[config.mk]
export PLATFORM = sky130hd
export DESIGN_NAME = sram_strobe_ctrl
export DESIGN_NICKNAME = d
export VERILOG_FILES = /design/src/rtl/sram_strobe_pkg.sv /design/src/rtl/sram_phase_timer.sv /design/src/rtl/sram_lane_ctrl.sv /design/src/rtl/sram_strobe_ctrl.sv
export SDC_FILE = /design/constraint.sdc
export NUM_CORES = 1
export LEC_CHECK = 0
export ABC_AREA = 1
export BUFFER_PORTS_ARGS = -buffer_cell sky130_fd_sc_hd__buf_2
export CAP_MARGIN = 0
export CORE_MARGIN = 2
export CORE_UTILIZATION = 51
export DETAILED_ROUTE_END_ITERATION = 8
export MAX_ROUTING_LAYER = met4
export PLACE_DENSITY = 0.85
export SYNTH_ARGS = -nofsm -noshare
export SYNTH_HDL_FRONTEND = slang
export SYNTH_SLANG_ARGS = --single-unit
[constraint.sdc]
create_clock -name clk -period 2.9 [get_ports clk]
set_input_delay 0.145 -clock clk [delete_from_list [all_inputs] [get_ports clk]]
set_output_delay 0.145 -clock clk [all_outputs]
set_load 0.01 [all_outputs]
[src/rtl/sram_strobe_pkg.sv]
`timescale 1ns/1ps
package sram_strobe_pkg;

   typedef enum logic [2:0] {
      ST_IDLE,
      ST_SETUP,
      ST_WSTROBE,
      ST_WRECOV,
      ST_RACCESS,
      ST_TURN
   } ctl_state_t;

   // whole clock cycles covering a limit in ns, never fewer than one
   function automatic int ns_to_cycles(input int t_ns, input int clk_ns);
      int c;
      c = (t_ns + clk_ns - 1) / clk_ns;
      return (c < 1) ? 1 : c;
   endfunction

   function automatic int imax(input int a, input int b);
      return (a > b) ? a : b;
   endfunction

endpackage

[src/rtl/sram_phase_timer.sv]
`timescale 1ns/1ps
module sram_phase_timer #(
   parameter int CNT_W = 3
) (
   input  logic             clk,
   input  logic             rst_n,
   input  logic             load,
   input  logic [CNT_W-1:0] load_val,
   output logic [CNT_W-1:0] left,
   output logic             last
);

   always_ff @(posedge clk or negedge rst_n) begin
      if (!rst_n)
         left <= '0;
      else if (load)
         left <= load_val - 1'b1;
      else if (left != '0)
         left <= left - 1'b1;
   end

   assign last = (left == '0);

endmodule

[src/rtl/sram_lane_ctrl.sv]
`timescale 1ns/1ps
module sram_lane_ctrl #(
   parameter int LANES  = 4,
   parameter int LANE_W = 8
) (
   input  logic                      clk,
   input  logic                      rst_n,
   input  logic                      sel_wr,
   input  logic                      sel_rd,
   input  logic [LANES-1:0]          be,
   input  logic                      capture,
   input  logic [LANES*LANE_W-1:0]   din,
   output logic [LANES-1:0]          cs_n,
   output logic [LANES*LANE_W-1:0]   rdata
);

   for (genvar i = 0; i < LANES; i++) begin : g_lane
      logic              cs_n_q;
      logic [LANE_W-1:0] rd_q;

      always_ff @(posedge clk or negedge rst_n) begin
         if (!rst_n) begin
            cs_n_q <= 1'b1;
            rd_q   <= '0;
         end else begin
            cs_n_q <= !((sel_wr && be[i]) || sel_rd);
            if (capture)
               rd_q <= din[i*LANE_W +: LANE_W];
         end
      end

      assign cs_n[i]                   = cs_n_q;
      assign rdata[i*LANE_W +: LANE_W] = rd_q;
   end

endmodule

[src/rtl/sram_strobe_ctrl.sv]
`timescale 1ns/1ps
module sram_strobe_ctrl
   import sram_strobe_pkg::*;
#(
   parameter int ADDR_W    = 17,
   parameter int LANES     = 4,
   parameter int LANE_W    = 8,
   parameter int CLK_NS    = 5,
   parameter int T_WP_NS   = 12,
   parameter int T_DW_NS   = 10,
   parameter int T_WR_NS   = 0,
   parameter int T_WC_NS   = 15,
   parameter int T_AA_NS   = 15,
   parameter int T_OE_NS   = 8,
   parameter int T_HZ_NS   = 8,
   parameter bit OE_LOW_WR = 1'b0
) (
   input  logic                    clk,
   input  logic                    rst_n,
   input  logic                    host_req,
   input  logic                    host_we,
   input  logic [ADDR_W-1:0]       host_addr,
   input  logic [LANES*LANE_W-1:0] host_wdata,
   input  logic [LANES-1:0]        host_be,
   output logic                    host_ack,
   output logic [LANES*LANE_W-1:0] host_rdata,
   output logic [ADDR_W-1:0]       mem_addr,
   output logic [LANES-1:0]        mem_cs_n,
   output logic                    mem_we_n,
   output logic                    mem_oe_n,
   output logic [LANES*LANE_W-1:0] mem_dout,
   output logic                    mem_dout_en,
   input  logic [LANES*LANE_W-1:0] mem_din
);

   localparam int DATA_W  = LANES * LANE_W;
   localparam int WP_C    = ns_to_cycles(T_WP_NS, CLK_NS);
   localparam int DW_C    = ns_to_cycles(T_DW_NS, CLK_NS);
   localparam int WR_C    = ns_to_cycles(T_WR_NS, CLK_NS);
   localparam int WC_C    = ns_to_cycles(T_WC_NS, CLK_NS);
   localparam int AA_C    = ns_to_cycles(T_AA_NS, CLK_NS);
   localparam int OE_C    = ns_to_cycles(T_OE_NS, CLK_NS);
   localparam int HZ_C    = ns_to_cycles(T_HZ_NS, CLK_NS);
   localparam int DRIVE_C = OE_LOW_WR ? HZ_C : 1;
   localparam int PULSE_C = imax(WP_C, DRIVE_C + DW_C);
   localparam int REC_C   = imax(WR_C, WC_C - 1 - PULSE_C);
   localparam int RD_C    = imax(AA_C, OE_C);
   localparam int TURN_C  = HZ_C;
   localparam int MAX_C   = imax(imax(PULSE_C, REC_C), imax(RD_C, TURN_C));
   localparam int TMR_W   = $clog2(MAX_C + 1);

   if (ADDR_W < 1 || ADDR_W > 32) begin : g_bad_addr_w
      $error("sram_strobe_ctrl: ADDR_W out of range");
   end
   if (LANES < 1 || LANE_W < 1) begin : g_bad_lanes
      $error("sram_strobe_ctrl: lane geometry must be positive");
   end
   if (CLK_NS < 1) begin : g_bad_clk
      $error("sram_strobe_ctrl: CLK_NS must be at least 1");
   end

   ctl_state_t         state_q, state_d;
   logic [ADDR_W-1:0]  addr_q;
   logic [DATA_W-1:0]  wdata_q;
   logic [LANES-1:0]   be_q;
   logic               op_we_q;
   logic               we_n_q, oe_n_q, dout_en_q, ack_q;
   logic               tmr_load, tmr_last;
   logic [TMR_W-1:0]   tmr_val, tmr_left;
   logic               accept, capture, drive_next, oe_low_next;

   assign accept = (state_q == ST_IDLE) && host_req;

   sram_phase_timer #(.CNT_W(TMR_W)) i_timer (
      .clk      (clk),
      .rst_n    (rst_n),
      .load     (tmr_load),
      .load_val (tmr_val),
      .left     (tmr_left),
      .last     (tmr_last)
   );

   // phase sequencing
   always_comb begin
      state_d  = state_q;
      tmr_load = 1'b0;
      tmr_val  = '0;
      capture  = 1'b0;
      case (state_q)
         ST_IDLE: begin
            if (host_req) state_d = ST_SETUP;
         end
         ST_SETUP: begin
            tmr_load = 1'b1;
            if (op_we_q) begin
               state_d = ST_WSTROBE;
               tmr_val = TMR_W'(PULSE_C);
            end else begin
               state_d = ST_RACCESS;
               tmr_val = TMR_W'(RD_C);
            end
         end
         ST_WSTROBE: begin
            if (tmr_last) begin
               state_d  = ST_WRECOV;
               tmr_load = 1'b1;
               tmr_val  = TMR_W'(REC_C);
            end
         end
         ST_WRECOV: begin
            if (tmr_last) begin
               state_d  = ST_TURN;
               tmr_load = 1'b1;
               tmr_val  = TMR_W'(TURN_C);
            end
         end
         ST_RACCESS: begin
            if (tmr_last) begin
               state_d  = ST_TURN;
               tmr_load = 1'b1;
               tmr_val  = TMR_W'(TURN_C);
               capture  = 1'b1;
            end
         end
         ST_TURN: begin
            if (tmr_last) state_d = ST_IDLE;
         end
         default: state_d = ST_IDLE;
      endcase
   end

   // bus driven from strobe cycle index DRIVE_C onward, held through recovery
   assign drive_next = (state_q == ST_WSTROBE) && (state_d == ST_WSTROBE) &&
                       ((PULSE_C - int'(tmr_left)) >= DRIVE_C);

   if (OE_LOW_WR) begin : g_oe_low_in_write
      assign oe_low_next = (state_d == ST_RACCESS) || (state_d == ST_WSTROBE);
   end else begin : g_oe_high_in_write
      assign oe_low_next = (state_d == ST_RACCESS);
   end

   always_ff @(posedge clk or negedge rst_n) begin
      if (!rst_n) begin
         state_q   <= ST_IDLE;
         addr_q    <= '0;
         wdata_q   <= '0;
         be_q      <= '0;
         op_we_q   <= 1'b0;
         we_n_q    <= 1'b1;
         oe_n_q    <= 1'b1;
         dout_en_q <= 1'b0;
         ack_q     <= 1'b0;
      end else begin
         state_q <= state_d;
         if (accept) begin
            addr_q  <= host_addr;
            wdata_q <= host_wdata;
            be_q    <= host_be;
            op_we_q <= host_we;
         end
         we_n_q    <= !(state_d == ST_WSTROBE);
         oe_n_q    <= !oe_low_next;
         dout_en_q <= drive_next || (state_d == ST_WRECOV);
         ack_q     <= (state_d == ST_TURN) && (state_q != ST_TURN);
      end
   end

   sram_lane_ctrl #(.LANES(LANES), .LANE_W(LANE_W)) i_lanes (
      .clk     (clk),
      .rst_n   (rst_n),
      .sel_wr  (state_d == ST_WSTROBE),
      .sel_rd  (state_d == ST_RACCESS),
      .be      (be_q),
      .capture (capture),
      .din     (mem_din),
      .cs_n    (mem_cs_n),
      .rdata   (host_rdata)
   );

   assign mem_addr    = addr_q;
   assign mem_dout    = wdata_q;
   assign mem_we_n    = we_n_q;
   assign mem_oe_n    = oe_n_q;
   assign mem_dout_en = dout_en_q;
   assign host_ack    = ack_q;

   // address frozen while any lane is selected
   p_addr_hold_r2: assert property (@(posedge clk) disable iff (!rst_n)
      (mem_cs_n != '1) |-> $stable(mem_addr));

   // default mode never enables outputs under a write strobe
   p_we_oe_r3: assert property (@(posedge clk) disable iff (!rst_n)
      (!mem_we_n && !OE_LOW_WR) |-> mem_oe_n);

   // no drive in the first strobe cycle
   p_first_nodrive_r4: assert property (@(posedge clk) disable iff (!rst_n)
      $fell(mem_we_n) |-> !mem_dout_en);

   // data held past the strobe's rising edge
   p_hold_r4: assert property (@(posedge clk) disable iff (!rst_n)
      $rose(mem_we_n) |-> mem_dout_en);

   // output enable with write strobe high selects every lane
   p_rd_lanes_r5: assert property (@(posedge clk) disable iff (!rst_n)
      (!mem_oe_n && mem_we_n) |-> (mem_cs_n == '0));

   // acknowledge lasts one cycle
   p_ack_pulse_r6: assert property (@(posedge clk) disable iff (!rst_n)
      host_ack |=> !host_ack);

   // acknowledge cycle has a quiet bus
   p_ack_quiet_r7: assert property (@(posedge clk) disable iff (!rst_n)
      host_ack |-> (mem_we_n && (mem_cs_n == '1) && !mem_dout_en));

   // output enable low throughout a strobe in the variant
   if (OE_LOW_WR) begin : g_chk_oe_low
      p_oe_wr_r9: assert property (@(posedge clk) disable iff (!rst_n)
         !mem_we_n |-> !mem_oe_n);
   end

endmodule

# ---- Word level (Yosys, flattened, before mapping)
# Index checks and enable logic that the tools add are counted.
dict set report totals {
  memories 0
  ramBits 0
  elab_cells 71
  inputBits 89
  mem_bits_ro 0
  out_inout_bits 89
  latchBits 0
  regBits 99
}
dict set report classes {
  div 0
  n_mux 14
  bitwise 0
  n_shift 0
  addsub 3
  multipliers 0
  n_eq_ne 10
  magnitude_cmp 1
  reduce_logical 25
}
# cell count
set op_table {}
lappend op_table {{$mux 3} 5}
lappend op_table {{$pmux 3 s5} 1}
lappend op_table {{$eq 3x2->1 const B} 4}
lappend op_table {{$eq 3x3->1 const B} 4}
lappend op_table {{$logic_and 1x1->1} 8}
lappend op_table {{$logic_not 1->1} 6}
lappend op_table {{$mux 2} 3}
lappend op_table {{$pmux 2 s3} 1}
lappend op_table {{$logic_or 1x1->1} 5}
lappend op_table {{$reduce_bool 2->1} 2}
lappend op_table {{$sub 2x1->2 const B} 2}
lappend op_table {{$eq 3x1->1 const B} 1}
lappend op_table {{$ge 3x2->1 const B} 1}
lappend op_table {{$logic_not 3->1} 1}
lappend op_table {{$mux 1} 3}
lappend op_table {{$ne 3x3->1 const B} 1}
lappend op_table {{$reduce_or 3->1} 1}
lappend op_table {{$sub 2x2->3 const A} 1}
lappend op_table {{$logic_not 2->1} 1}
lappend op_table {{$pmux 1 s2} 1}
lappend op_table {{$reduce_or 2->1} 1}

# ---- Depth between registers and ports, before layout
dict set report depth {
  word_depth 7
  mapped_depth 8
  depth_no_buf 8
}

# ---- Modules after synthesis
# Synthesis repeated with hierarchy kept, for this count alone.
dict set report unflattened {
  cells_unflattened 331
  area_unflattened_um2 4082.7
}
# mod area_each_um2 n_inst cells_per_inst seq_area_each_um2
set modules_own_cells {}
lappend modules_own_cells {sram_strobe_ctrl 2518.7 1 165 1529.0}
lappend modules_own_cells {sram_lane_ctrl 1447.6 1 148 905.9}
lappend modules_own_cells {sram_phase_timer 116.4 1 18 50.0}

# ---- Worst setup path after synthesis
# OpenSTA, ideal clock, no wires.
dict set report synth_timing {
  kind {flip-flop to flip-flop}
  startpoint {reg state_q[1]}
  endpoint {reg be_q[3]}
  required_ns 2.775
  setup_time_ns 0.125
  stages_incl_launch_ff 6
  synth_period_minus_slack_ns 1.360
  arrival_time_ns 1.235
  path_slack_ns 1.540
  n_path_buf 2
  path_cell_list {dfrtp_1 -> nor2_4 -> nand3_2 -> buf_6 -> buf_6 -> mux2_4}
}
dict set report synth_via {
  elab_chain_cells 2
}
# item line
set synth_rtl {}
lappend synth_rtl {{from (decl)} sram_strobe_ctrl.sv:62} ;# ctl_state_t state_q, state_d;
lappend synth_rtl {{from (signal assigned)} sram_strobe_ctrl.sv:154} ;# state_q <= state_d;
lappend synth_rtl {{$logic_not 3->1} sram_strobe_ctrl.sv:72} ;# assign accept = (state_q == ST_IDLE) && host_req;
lappend synth_rtl {{$logic_and 1x1->1} sram_strobe_ctrl.sv:72}
lappend synth_rtl {{to (signal assigned)} sram_strobe_ctrl.sv:158} ;# be_q <= host_be;
lappend synth_rtl {{to (decl)} sram_strobe_ctrl.sv:65} ;# logic [LANES-1:0] be_q;
# Every way passes these cells.
# A chain may end at the register's enable or synchronous reset.

# ---- Final worst setup path
dict set report layout_timing {
  startpoint {reg state_q[2]}
  endpoint {reg wdata_q[0], in the netlist mem_dout[0]}
}
dict set report layout_via {
  elab_chain_cells 2
}
# item line
set layout_rtl {}
lappend layout_rtl {{$logic_not 3->1} sram_strobe_ctrl.sv:72}
lappend layout_rtl {{$logic_and 1x1->1} sram_strobe_ctrl.sv:72}
lappend layout_rtl {{to (signal assigned)} sram_strobe_ctrl.sv:157} ;# wdata_q <= host_wdata;
lappend layout_rtl {{to (decl)} sram_strobe_ctrl.sv:64} ;# logic [DATA_W-1:0] wdata_q;
# Every way passes these cells.

==> flow_metrics.tcl <==
set metrics [dict create \
    critPathRequiredTime_ns 3.14 \
    period_minus_slack_ns 1.63 \
    port_buffers 177 \
    drc 0 \
    yosys_warnings 0 \
    area_growth_pct 29.5 \
    drt-initial-drc-count 70 \
    r2r_start "state_q[2]" \
    layout-drive-gt1-share_pct 65.8 \
    place_congestion 0.945 \
    cp-end-kind "register" \
    maxCapViolations 0 \
    overflow 0 \
    syn_avg_cell_area_um2 15.6 \
    power.total_mw 5.91 \
    io_pins 178 \
    cts_buffers 9 \
    syn_inst 259 \
    hp-class "input pin to asynchronous set/reset pin" \
    drt-vias-per-instance 4.93 \
    grt_usage_pct 19.4 \
    r2r_end "mem_dout[0]" \
    num_vias 2721 \
    rsz0062_at_grt "no" \
    cts_setup_buffers 0 \
    grt_pass1_vias 2677 \
    antenna_found_initial 0 \
    synth.distinct_cells 23 \
    grt_max_degree 96 \
    arrival_ns 1.86 \
    drt_wl_total_mm 8.20 \
    fp.dieW_um 93.0 \
    ant_nets 0 \
    clk_pin_slew_worst_paths_ns 0.10 \
    cts_tree "done" \
    cts-root-buf "clkbuf_8" \
    rr_worst_depth 4 \
    setup_viol 0 \
    coreArea_um2 7690 \
    worstSetupPathType "register to register" \
    syn_area_um2 4040 \
    final_cells 552 \
    max_freq_mhz 615 \
    clock_skew_ns 0.0168 \
    cts_buffer_depth 2 \
    wire_per_inst_um 14.8 \
    dp.cells 529 \
    cp-start-kind "register" \
    placed_cell_area_um2 4960 \
    yosysSeqAreaShare_pct 61.6 \
    drv_slew 0 \
    setup_tns_ns 0 \
    syn_nets 348 \
    crit_fanout 25 \
    die_y_um 93.0 \
    nFillCells 566 \
    final_area_um2 5230 \
    p_per_area_nw_per_um2 1130 \
    worstMarginPinSlew_ns 1.12 \
    num-nets-final 534 \
    setup_slack_ns 1.27 \
    ys_seq_elements 99 \
    cts_sinks 99 \
    grt_pass1_wl_mm 12.7 \
    fin_hold_ws_ns 0.00813 \
    p_leak_nw 2.75 \
    dp_hpwl_mm 6.02 \
    dp_slack_ns 1.29 \
    slew_headroom_pct 25.2 \
    rows 32 \
    vdd_ir_drop_max_mv 0.535 \
    post-route-util_pct 68.0 \
    min_period_over_period_pct 56.0 \
    antennaDiodeCount 0 \
    die_area_um2 8640 \
    rrSetupSlack_ns 1.27 \
    hold_viol_final 0 \
    h-tree-depth 3 \
    clock_latency_ns 0.35 \
    start_util_pct 52.5 \
    status "finished clean" \
    drt_first_pass_iters 4 \
]
## synthesized netlist by cell type
cell type	instances	area, um^2
nand2_2	2	12.5
nor2_1	8	30.0
mux2_1	1	11.3
inv_2	2	7.51
nor2_2	1	6.26
nand4_1	4	25.0
buf_2	1	5.00
dfstp_2	6	158
nand2_1	16	60.1
dfrtp_1	93	2330
a21oi_1	1	5.00
a211oi_1	1	7.51
nand3_1	5	25.0
nor2_4	2	22.5
mux2_2	42	473
buf_6	8	90.1
mux2_4	43	646
buf_4	4	30.0
o21ai_0	5	25.0
o21ai_1	1	5.00
nand3_2	2	20.0
o21a_1	1	7.51
inv_1	10	37.5
## per-layer routing
layer,wire length [um],GRT usage [%],vias up
li1,-,-,1248
met1,3320,23.2,1328
met2,4120,32.0,127
met3,592,4.72,18
met4,165,7.23,0
met5,0,-,-
## worst max path at each step
stage	slack (ns)	startpoint	end	cells past startpoint
finish	1.27	state_q[2]	mem_dout[0]	4
global route	1.20	state_q[2]	mem_dout[0]	4
CTS	1.28	state_q[2]	mem_dout[7]	4
detailed placement	1.29	state_q[2]	mem_dout[0]	4
global placement	1.34	state_q[2]	mem_dout[0]	4
floorplan	1.54	state_q[1]	be_q[3]	5
## state kept, by name, indices dropped and copies added, names as in the netlist
name                   flops
mem_we_n                   1
be_q                       4
state_q                    3
mem_dout                  32
mem_oe_n                   1
op_we_q                    1
i_lanes.g_lane.cs_n_q      4
mem_addr                  17
i_lanes.g_lane.rd_q       32
mem_dout_en                1
host_ack                   1
i_timer.left               2
## layout by cell type, fill, tap and decap left out, types with 5 or more instances in the layout
cell / n
buf_2: 176
dfrtp_1: 93
mux2_4: 43
mux2_2: 42
nand2_1: 16
inv_1: 10
clkbuf_8: 9
nor2_1: 8
dlygate4sd3_1: 7
dfstp_2: 6
nand3_1: 5
o21ai_0: 5
buf_4: 5
## area by class of cell
cell class	count	area, um^2	area share (%)
Clock inverter	6	65.1	1.24
Tap cell	102	128	2.44
Timing Repair Buffer	188	988	18.9
Inverter	12	45.0	0.862
Clock buffer	10	128	2.44
Multi-Input combinational cell	135	1390	26.6
Sequential cell	99	2480	47.5
## cell families after synthesis
logic type             count (synthesis)  share of synthesized area, %
buffers and inverters                 25                          4.22
multiplexers                          86                          28.0
flip-flops                            99                          61.6
AND/OR/NAND/NOR                       40                          4.99
AO/OA/AOI/OAI                          9                          1.24
## power by group
part	total [mW]	switching, mW	internal, mW
clock network	0.851	0.449	0.401
registers	2.47	0.374	2.09
logic	2.60	1.20	1.40
total	5.91	2.02	3.89
## critical path, cell delays in order (launching register included)
cell and delay (ns):
dfrtp_1 0.46, inv_2 0.11, nand3_4 0.14, buf_4 0.43, mux2_2 0.39
## what timing repair did
item	4_1_cts	5_1_grt
hold endpoints to repair	0	7
hold buffers	0	7
gates resized for setup	0	0
Note: power is estimated with default switching activity, not from simulation.
